===== src/rtl/gpio_disp_pkg.sv =====
package gpio_disp_pkg;

  localparam logic [3:0] IN_FAULT  = 4'b0010;
  localparam logic [3:0] IN_IOUT   = 4'b0011;
  localparam logic [3:0] IN_VOUT   = 4'b0100;
  localparam logic [3:0] IN_PROT   = 4'b0101;
  localparam logic [3:0] IN_CLR    = 4'b0111;
  localparam logic [3:0] IN_LOAD   = 4'b1000;
  localparam logic [3:0] IN_WAVE   = 4'b1001;
  localparam logic [3:0] IN_MARGIN = 4'b1010;
  localparam logic [3:0] IN_RESET  = 4'b1011;
  localparam logic [3:0] IN_NVMLK  = 4'b1100;
  localparam logic [3:0] IN_REGLK  = 4'b1101;

  localparam int OUT_NVM       = 1;
  localparam int OUT_BUSY_BASE = 4;
  localparam int OUT_WIN_BASE  = 8;

  // Events handed from the pin control to the decode datapath
  typedef struct packed {
    logic fallEv;   // falling edge, or low level at boot
    logic riseEv;   // rising edge, or high level at boot
    logic pulseOk;  // low phase lasted at least the minimum length
  } pinEv_t;

endpackage


===== src/rtl/gpio_disp_ctrl.sv =====
module gpio_disp_ctrl
  import gpio_disp_pkg::*;
#(
  parameter int MIN_LOW = 4
) (
  input  logic   clk,
  input  logic   rstN,
  input  logic   pinIn,
  output pinEv_t ev
);
  localparam int CW = $clog2(MIN_LOW + 1);

  logic syncA, syncPin, prevPin;
  logic vld1, vld2, bootDone;
  logic [CW-1:0] lowCnt;
  logic bootEv;

  always_ff @(posedge clk or negedge rstN) begin
    if (!rstN) begin
      syncA    <= 1'b1;
      syncPin  <= 1'b1;
      prevPin  <= 1'b1;
      vld1     <= 1'b0;
      vld2     <= 1'b0;
      bootDone <= 1'b0;
      lowCnt   <= '0;
    end else begin
      syncA   <= pinIn;
      syncPin <= syncA;
      vld1    <= 1'b1;
      vld2    <= vld1;
      if (vld2) begin
        bootDone <= 1'b1;
        prevPin  <= syncPin;
        if (syncPin)
          lowCnt <= '0;
        else if (lowCnt != CW'(MIN_LOW))
          lowCnt <= lowCnt + 1'b1;
      end
    end
  end

  always_comb begin
    bootEv     = vld2 && !bootDone;
    ev.fallEv  = bootEv ? !syncPin : (bootDone && prevPin && !syncPin);
    ev.riseEv  = bootEv ?  syncPin : (bootDone && !prevPin && syncPin);
    ev.pulseOk = (lowCnt == CW'(MIN_LOW));
  end

  // a single event per cycle, boot or edge
  assert_edge_excl_R7: assert property (@(posedge clk) disable iff (!rstN)
    !(ev.fallEv && ev.riseEv));

  // the boot action appears exactly once, right after the sync stages fill
  assert_boot_once_R7: assert property (@(posedge clk) disable iff (!rstN)
    $rose(bootDone) |-> $past(vld2));

endmodule


===== src/rtl/gpio_disp_path.sv =====
module gpio_disp_path
  import gpio_disp_pkg::*;
#(
  parameter int NUM_CH = 4
) (
  input  logic              clk,
  input  logic              rstN,
  input  logic              cfgInEn,
  input  logic              cfgOutEn,
  input  logic [3:0]        cfgInCode,
  input  logic [3:0]        cfgOutCode,
  input  logic [NUM_CH-1:0] cfgChMask,
  input  pinEv_t            ev,
  output logic              pinOut,
  output logic              pinOe,
  input  logic              swFaultDump,
  input  logic              swProtect,
  input  logic              swClear,
  input  logic              swReset,
  input  logic [NUM_CH-1:0] swLoad,
  input  logic              regWrEn,
  input  logic              regWrExempt,
  output logic              regWrOk,
  input  logic              nvmWrEn,
  output logic              nvmWrOk,
  input  logic              nvmBusy,
  input  logic [NUM_CH-1:0] dacBusy,
  input  logic [NUM_CH-1:0] winCmp,
  output logic              faultDumpStb,
  output logic              protectStb,
  output logic              clearStb,
  output logic              resetReqStb,
  output logic [NUM_CH-1:0] loadStb,
  output logic [NUM_CH-1:0] ioutDownStb,
  output logic [NUM_CH-1:0] ioutUpStb,
  output logic [NUM_CH-1:0] voutDownStb,
  output logic [NUM_CH-1:0] voutUpStb,
  output logic [NUM_CH-1:0] marginLowStb,
  output logic [NUM_CH-1:0] marginHighStb,
  output logic [NUM_CH-1:0] waveStopStb,
  output logic [NUM_CH-1:0] waveStartStb
);
  localparam int NCODE = 16;

  logic [NCODE-1:0] selOh;
  logic [NUM_CH-1:0] chFall, chRise;
  logic swFaultQ, swProtQ, swClrQ, swRstQ;
  logic [NUM_CH-1:0] swLoadQ;
  logic swFaultRise, swProtRise, swClrRise, swRstRise;
  logic [NUM_CH-1:0] swLoadRise;
  logic nvmLocked, regLocked;
  logic [NCODE-1:0] statVec;
  logic outAct;

  always_comb begin
    selOh       = cfgInEn ? (NCODE'(1) << cfgInCode) : '0;
    chFall      = {NUM_CH{ev.fallEv}} & cfgChMask;
    chRise      = {NUM_CH{ev.riseEv}} & cfgChMask;
    swFaultRise = swFaultDump & ~swFaultQ;
    swProtRise  = swProtect & ~swProtQ;
    swClrRise   = swClear & ~swClrQ;
    swRstRise   = swReset & ~swRstQ;
    swLoadRise  = swLoad & ~swLoadQ;
  end

  always_ff @(posedge clk or negedge rstN) begin
    if (!rstN) begin
      swFaultQ      <= 1'b0;
      swProtQ       <= 1'b0;
      swClrQ        <= 1'b0;
      swRstQ        <= 1'b0;
      swLoadQ       <= '0;
      faultDumpStb  <= 1'b0;
      protectStb    <= 1'b0;
      clearStb      <= 1'b0;
      resetReqStb   <= 1'b0;
      loadStb       <= '0;
      ioutDownStb   <= '0;
      ioutUpStb     <= '0;
      voutDownStb   <= '0;
      voutUpStb     <= '0;
      marginLowStb  <= '0;
      marginHighStb <= '0;
      waveStopStb   <= '0;
      waveStartStb  <= '0;
      nvmLocked     <= 1'b0;
      regLocked     <= 1'b0;
    end else begin
      swFaultQ <= swFaultDump;
      swProtQ  <= swProtect;
      swClrQ   <= swClear;
      swRstQ   <= swReset;
      swLoadQ  <= swLoad;

      faultDumpStb <= (selOh[IN_FAULT] & ev.fallEv) | (swFaultRise & ~selOh[IN_FAULT]);
      protectStb   <= (selOh[IN_PROT]  & ev.fallEv) | (swProtRise  & ~selOh[IN_PROT]);
      clearStb     <= (selOh[IN_CLR]   & ev.fallEv) | (swClrRise   & ~selOh[IN_CLR]);
      resetReqStb  <= (selOh[IN_RESET] & ev.riseEv & ev.pulseOk)
                    | (swRstRise & ~selOh[IN_RESET]);
      loadStb      <= (selOh[IN_LOAD] ? chFall : '0)
                    | (swLoadRise & ~{NUM_CH{selOh[IN_LOAD]}});

      ioutDownStb   <= selOh[IN_IOUT]   ? chFall : '0;
      ioutUpStb     <= selOh[IN_IOUT]   ? chRise : '0;
      voutDownStb   <= selOh[IN_VOUT]   ? chFall : '0;
      voutUpStb     <= selOh[IN_VOUT]   ? chRise : '0;
      marginLowStb  <= selOh[IN_MARGIN] ? chFall : '0;
      marginHighStb <= selOh[IN_MARGIN] ? chRise : '0;
      waveStopStb   <= selOh[IN_WAVE]   ? chFall : '0;
      waveStartStb  <= selOh[IN_WAVE]   ? chRise : '0;

      if (selOh[IN_NVMLK] && ev.fallEv) nvmLocked <= 1'b0;
      else if (selOh[IN_NVMLK] && ev.riseEv) nvmLocked <= 1'b1;
      if (selOh[IN_REGLK] && ev.fallEv) regLocked <= 1'b0;
      else if (selOh[IN_REGLK] && ev.riseEv) regLocked <= 1'b1;
    end
  end

  // Output-mode status selection
  always_comb begin
    statVec = '0;
    statVec[OUT_NVM] = nvmBusy;
    for (int ch = 0; ch < NUM_CH && ch < 4; ch++) begin
      statVec[OUT_BUSY_BASE + ch] = dacBusy[ch];
      statVec[OUT_WIN_BASE + ch]  = winCmp[ch];
    end
    outAct  = cfgOutEn & ~cfgInEn;
    pinOe   = outAct;
    pinOut  = outAct & statVec[cfgOutCode];
    regWrOk = regWrEn & (~regLocked | regWrExempt);
    nvmWrOk = nvmWrEn & ~nvmLocked;
  end

  // an unmapped pin produces no channel strobes
  assert_unmapped_quiet_R1: assert property (@(posedge clk) disable iff (!rstN)
    !$past(cfgInEn) |-> (ioutDownStb == '0 && voutUpStb == '0 && marginLowStb == '0
                         && waveStartStb == '0));

  // a reset request needs a pin rise or a software trigger edge behind it
  assert_reset_source_R5: assert property (@(posedge clk) disable iff (!rstN)
    resetReqStb |-> $past(ev.riseEv || swReset));

  // the register lock only engages from the pin mapped to it
  assert_lock_source_R6: assert property (@(posedge clk) disable iff (!rstN)
    $rose(regLocked) |-> $past(cfgInEn && cfgInCode == IN_REGLK && ev.riseEv));

  // a mapped function ignores its software trigger
  assert_sw_ignored_R8: assert property (@(posedge clk) disable iff (!rstN)
    ($past(selOh[IN_FAULT]) && !$past(ev.fallEv)) |-> !faultDumpStb);

  // strobes last one clock
  assert_one_cycle_R10: assert property (@(posedge clk) disable iff (!rstN)
    (faultDumpStb || resetReqStb) |=> !(faultDumpStb || resetReqStb));

endmodule


===== src/rtl/gpio_func_dispatch.sv =====
module gpio_func_dispatch
  import gpio_disp_pkg::*;
#(
  parameter int NUM_CH  = 4,
  parameter int MIN_LOW = 4
) (
  input  logic              clk,
  input  logic              rstN,
  input  logic              cfgInEn,
  input  logic              cfgOutEn,
  input  logic [3:0]        cfgInCode,
  input  logic [3:0]        cfgOutCode,
  input  logic [NUM_CH-1:0] cfgChMask,
  input  logic              pinIn,
  output logic              pinOut,
  output logic              pinOe,
  input  logic              swFaultDump,
  input  logic              swProtect,
  input  logic              swClear,
  input  logic              swReset,
  input  logic [NUM_CH-1:0] swLoad,
  input  logic              regWrEn,
  input  logic              regWrExempt,
  output logic              regWrOk,
  input  logic              nvmWrEn,
  output logic              nvmWrOk,
  input  logic              nvmBusy,
  input  logic [NUM_CH-1:0] dacBusy,
  input  logic [NUM_CH-1:0] winCmp,
  output logic              faultDumpStb,
  output logic              protectStb,
  output logic              clearStb,
  output logic              resetReqStb,
  output logic [NUM_CH-1:0] loadStb,
  output logic [NUM_CH-1:0] ioutDownStb,
  output logic [NUM_CH-1:0] ioutUpStb,
  output logic [NUM_CH-1:0] voutDownStb,
  output logic [NUM_CH-1:0] voutUpStb,
  output logic [NUM_CH-1:0] marginLowStb,
  output logic [NUM_CH-1:0] marginHighStb,
  output logic [NUM_CH-1:0] waveStopStb,
  output logic [NUM_CH-1:0] waveStartStb
);
  pinEv_t ev;

  gpio_disp_ctrl #(.MIN_LOW(MIN_LOW)) ctrl (
    .clk(clk), .rstN(rstN), .pinIn(pinIn), .ev(ev)
  );

  gpio_disp_path #(.NUM_CH(NUM_CH)) path (
    .clk(clk), .rstN(rstN),
    .cfgInEn(cfgInEn), .cfgOutEn(cfgOutEn), .cfgInCode(cfgInCode),
    .cfgOutCode(cfgOutCode), .cfgChMask(cfgChMask), .ev(ev),
    .pinOut(pinOut), .pinOe(pinOe),
    .swFaultDump(swFaultDump), .swProtect(swProtect), .swClear(swClear),
    .swReset(swReset), .swLoad(swLoad),
    .regWrEn(regWrEn), .regWrExempt(regWrExempt), .regWrOk(regWrOk),
    .nvmWrEn(nvmWrEn), .nvmWrOk(nvmWrOk),
    .nvmBusy(nvmBusy), .dacBusy(dacBusy), .winCmp(winCmp),
    .faultDumpStb(faultDumpStb), .protectStb(protectStb), .clearStb(clearStb),
    .resetReqStb(resetReqStb), .loadStb(loadStb),
    .ioutDownStb(ioutDownStb), .ioutUpStb(ioutUpStb),
    .voutDownStb(voutDownStb), .voutUpStb(voutUpStb),
    .marginLowStb(marginLowStb), .marginHighStb(marginHighStb),
    .waveStopStb(waveStopStb), .waveStartStb(waveStartStb)
  );

endmodule


===== config.mk =====
export PLATFORM = sky130hd
export DESIGN_NAME = gpio_func_dispatch
export DESIGN_NICKNAME = d
export VERILOG_FILES = /design/src/rtl/gpio_disp_pkg.sv /design/src/rtl/gpio_disp_ctrl.sv /design/src/rtl/gpio_disp_path.sv /design/src/rtl/gpio_func_dispatch.sv
export SDC_FILE = /design/constraint.sdc
export NUM_CORES = 1
export LEC_CHECK = 0
export CORE_MARGIN = 2
export CORE_UTILIZATION = 34
export CTS_CLUSTER_DIAMETER = 200
export CTS_CLUSTER_SIZE = 24
export DETAILED_ROUTE_END_ITERATION = 16
export PLACE_DENSITY = 0.72
export SLEW_MARGIN = 10
export SYNTH_ARGS = -nofsm -noshare
export SYNTH_HDL_FRONTEND = slang
export SYNTH_HIERARCHICAL = 1
export SYNTH_SLANG_ARGS = --single-unit

===== constraint.sdc =====
create_clock -name clk -period 1.64 [get_ports clk]
set_input_delay 0.328 -clock clk [delete_from_list [all_inputs] [get_ports clk]]
set_output_delay 0.328 -clock clk [all_outputs]
set_load 0.03 [all_outputs]

# Word level (Yosys, flattened, before mapping)
# Cells that the tools add are included.
# classes
magnitude_cmp,1
muxes,20
n_reduce_logical,16
bitwise_logic,40
shift,1
eq_ne,2
add_sub_neg,1
# op_table
cell,count
4-bit 2-to-1 mux,9
1-bit bitwise AND,17
4-bit bitwise AND,4
14-bit 2-to-1 mux,1
"1-bit by 4-bit left shift with 14-bit output, first input constant",1
1-bit NOT,11
1-bit logical AND,9
4-bit NOT,2
1-bit 2-to-1 mux,7
3-bit 2-to-1 mux,2
2-bit nonzero test,3
"4-bit by 5-bit less-than comparator with 1-bit output, second input constant",1
1-bit bitwise OR,5
1-bit binary-select mux with 4-bit select,1
4-bit bitwise OR,1
"3-bit by 1-bit adder with 3-bit output, second input constant",1
"3-bit equality test, second input constant",1
1-bit logical NOT,3
"3-bit inequality test, second input constant",1
2-bit AND reduction,1
# word_totals
reg_bits,59
out_inout_bits,44
elab_cells,108
in_bits,37

# Longest topological paths before layout
# depth
depth_word,7
mapped_depth,6
depth_no_buf,6

# Modules after synthesis
# The synthesis kept the hierarchy.
# by_module_without_submodules
module,seq_area_each_um2,area_each_um2,cells_per_inst,n_inst
gpio_disp_path,1251.2,1778.0,145,1
gpio_disp_ctrl,229.0,379.1,31,1

# Least setup slack after synthesis
# OpenSTA, ideal clock, no wires.
# synth_timing
path_type,input to output
startpoint,input cfgOutEn
endpoint,output pinOut
stages,2
required_time_ns,1.312
arrival_time_ns,1.257
path_buffers,0
slack_ns,0.055
path_cell_list,nor2b_1 -> a21boi_2
# synth_via
elab_chain_len,2
# synth_rtl
element,line,rtl
from (decl),gpio_func_dispatch.sv:10,"input logic cfgOutEn,"
1-bit bitwise AND,gpio_disp_path.sv:127,outAct = cfgOutEn & ~cfgInEn;
1-bit bitwise AND,gpio_disp_path.sv:129,pinOut = outAct & statVec[cfgOutCode];
to (decl),gpio_func_dispatch.sv:15,"output logic pinOut,"
# Every way passes these cells.

# Final worst setup path
# layout_timing
startpoint,input cfgOutCode[2]
endpoint,output pinOut
# layout_via
elab_chain_len,3
# layout_rtl
element,line,rtl
from (decl),gpio_func_dispatch.sv:12,"input logic [3:0] cfgOutCode,"
1-bit binary-select mux with 4-bit select,gpio_disp_path.sv:129,
1-bit 2-to-1 mux (not written as such),gpio_disp_path.sv:129,
1-bit bitwise AND,gpio_disp_path.sv:129,
# Every way passes these cells. The select of a mux whose other input is x is not followed.

==> flow_summary.ini <==
[timing]
period_needed_ns = 1.641
slew_viol_final = 0
timing.final.crit_share = 1.001
setup_viol = 1
grt_setup_unrepaired = yes
worst_slack_ns = -0.001208
max_freq_mhz = 609.3
clock_skew_ns = 0.01084
hold_violations = 0

[worst_setup_path]
critical_path_class = in -> out
critical_path_arrival_ns = 1.31
critPathLaunchType = primary input
crit_path_end_kind = output pin
required_ns = 1.31
critPathMaxFanout = 2

[floorplanning]
num_rows = 29
start_util = 0.3456
die_area_um2 = 6997
ios = 81
die_w_um = 83.65
die_h_um = 83.65
core_um2 = 6241

[power_and_ir_drop]
p_per_area_nw_per_um2 = 921.3
peakVddDrop_v = 0.0004933
p_leak_nw = 1.756
finalPower_w = 0.003085

[logic_synthesis]
ys_seq_area_frac = 0.6862
ys_ff_latch = 59
yosysUniqueCellTypes = 34
syn_area_um2 = 2157
synth_cells = 176
yosys_warnings = 6
synth_nets = 215
avgSynthCellArea_um2 = 12.26

[grt]
grt-ovfl-total = 0
first_global_vias = 1686
antenna_found_initial = 0
grt_pass1_wl_mm = 8.121
grt_max_degree = 27
grt_usage = 0.1516

[routing]
drt_iter0_drc = 77
drc = 0
vias = 1662
postRouteAntennaNets = 0
wirelength_mm = 4.808
via_per_inst = 4.504
wl_per_cell_um = 13.03
dr.pass1.iters = 4

[layout]
drive_above_1_share = 0.1986
area_growth_pct = 55.22
layout.nets = 326
diodes = 0
fin_area_um2 = 3348

[clock_network]
tritoncts = done
cts_max_level = 3
cts_buffer_depth = 2
cts_inserted_buffers = 9
post_cts_buffers = 0
root_buffer = clkbuf_8
path_clk_slew_ns = 0.06
insertion_delay_ns = 0.33
clock-sinks = 59

[outcome]
failed_checks = negative setup slack
status = finished, violations left

[run]
drv_cap = 0

[place]
placedInstanceArea_um2 = 3194
gp_congestion = 0.7595
io_buffers = 80
dp_hpwl_mm = 3.661

[worst_hold_path]
hold_path_class = reg -> reg
[what timing repair did]
item | CTS | global route
endpoints found under the hold margin | 19 | 0
setup endpoints to repair | 40 | 2
pin swaps | 7 | 5
hold buffers | 1 | 0
cloned | 0 | 0
resized for setup | 69 | 11
[area by class of cell]
class,count,area [µm²]
sequential,59,1480
timing repair buffer,100,907.1
clock inverter,4,25.02
tap,77,96.34
clock buffer,12,155.1
multi-input combinational,112,665.6
inverter,5,18.77
fill,564,2893
[stage by stage]
step | setup slack, ns | util | cells | TNS, ns | hold WS, ns
2_1_floorplan | 0.05515 | - | 176 | 0 | 0.03241
3_3_place_gp | -0.4664 | 0.5118 | 352 | -0.7557 | 0.2990
3_5_place_dp | -0.5189 | 0.5118 | 352 | -0.8421 | 0.3061
4_1_cts | -0.04864 | 0.5325 | 369 | -0.04864 | 0.3501
5_1_grt | -0.01038 | 0.5365 | 369 | -0.01038 | 0.3623
6_report | -0.001208 | 0.5365 | 369 | -0.001208 | 0.3471
[flip-flops by register name, indices dropped and copies added (netlist names), 3 cells and up]
signal and cells:
path/voutUpStb 4, path/voutDownStb 4, path/marginLowStb 4, path/marginHighStb 4, path/swLoadQ 4, path/ioutDownStb 4, path/loadStb 4, path/ioutUpStb 4
ctrl/lowCnt 3, path/waveStartStb 4, path/waveStopStb 4
[where the power goes]
group / switching (W) / internal (W)
Sequential: 0.0000279 / 0.00151
Clock: 0.000539 / 0.000625
Combinational: 0.000190 / 0.000189
[cell usage after synthesis]
cell type / number / area, µm²
a211o_1: 1 / 8.760
a21boi_0: 1 / 7.510
a21boi_1: 1 / 7.510
a21boi_2: 1 / 11.26
a21oi_1: 8 / 40.04
a22o_1: 1 / 8.760
a31o_1: 1 / 8.760
a31o_2: 1 / 8.760
a31oi_1: 1 / 6.260
and2b_1: 1 / 7.510
and2b_2: 1 / 8.760
and3_1: 1 / 6.260
and4_1: 2 / 17.52
and4bb_2: 1 / 12.51
conb_1: 1 / 3.750
dfrtp_1: 56 / 1401
dfstp_2: 3 / 78.83
ha_1: 2 / 25.02
inv_1: 4 / 15.01
inv_2: 1 / 3.750
mux2_2: 3 / 33.78
mux2i_1: 6 / 60.06
mux4_1: 1 / 26.28
nand2_1: 19 / 71.32
nand2b_1: 8 / 50.05
nand3_1: 4 / 20.02
nand3b_1: 2 / 15.01
nor2_1: 35 / 131.4
nor2b_1: 4 / 25.02
nor3b_1: 1 / 7.510
nor3b_2: 1 / 12.51
o21ai_0: 1 / 5.000
o21ai_1: 1 / 5.000
or2_1: 1 / 6.260
[metal layers]
metal	track usage	share of wire	vias up
li1	-	-	805
met1	0.1764	0.42	792
met2	0.2538	0.51	55
met3	0.04055	0.054	10
met4	0.08358	0.021	0
met5	0	0	-
[critical path, stage by stage]
cell      delay (ns)
buf_6           0.09
and4bb_2        0.28
a31oi_1         0.05
a211o_1         0.27
a21boi_2        0.14
buf_6           0.14
[kinds of logic (layout without fill, tap and decap cells)]
kind of cell / after synthesis / after routing / synth area share
muxes: 10 / 10 / 0.05569
adders and majority gates: 2 / 2 / 0.01160
DFF: 59 / 59 / 0.6862
AOI/OAI and AO/OA: 18 / 18 / 0.05453
and+or+nand+nor: 81 / 81 / 0.1816
buffers and inverters: 5 / 121 / 0.008697
other: 1 / 1 / 0.001738
[placed cells by master (no fill, tap or decap), types with 2 or more instances in the layout]
cell	count
clkinvlp_4	2
clkbuf_8	11
buf_4	21
buf_6	4
nand3b_1	2
nand3_1	4
clkdlybuf4s50_1	22
dfrtp_1	56
dlymetal6s2s_1	2
ha_1	2
nor2_1	35
clkinv_2	2
a21oi_1	8
clkdlybuf4s15_1	6
mux2i_1	6
inv_1	4
dfstp_2	3
mux2_2	3
and4_1	2
buf_2	2
nand2b_1	8
nor2b_1	3
nand2_1	19
dlygate4sd2_1	41
[path summary, 6_finish.rpt]
path / startpoint / to / slack [ns] / cells after the start
min in group asynchronous: rstN / path/waveStopStb[3] / 0.49 / 2
max: cfgOutCode[2] / pinOut / -0.001 / 6
max reg2reg: ctrl/prevPin / path/regLocked / 0.32 / 5
max in group asynchronous: rstN / path/clearStb / 0.58 / 3
min reg2reg: ctrl/vld1 / ctrl/vld2 / 0.35 / 0
min: ctrl/vld1 / ctrl/vld2 / 0.35 / 0
No activity file was read; power rests on OpenSTA's default activity.
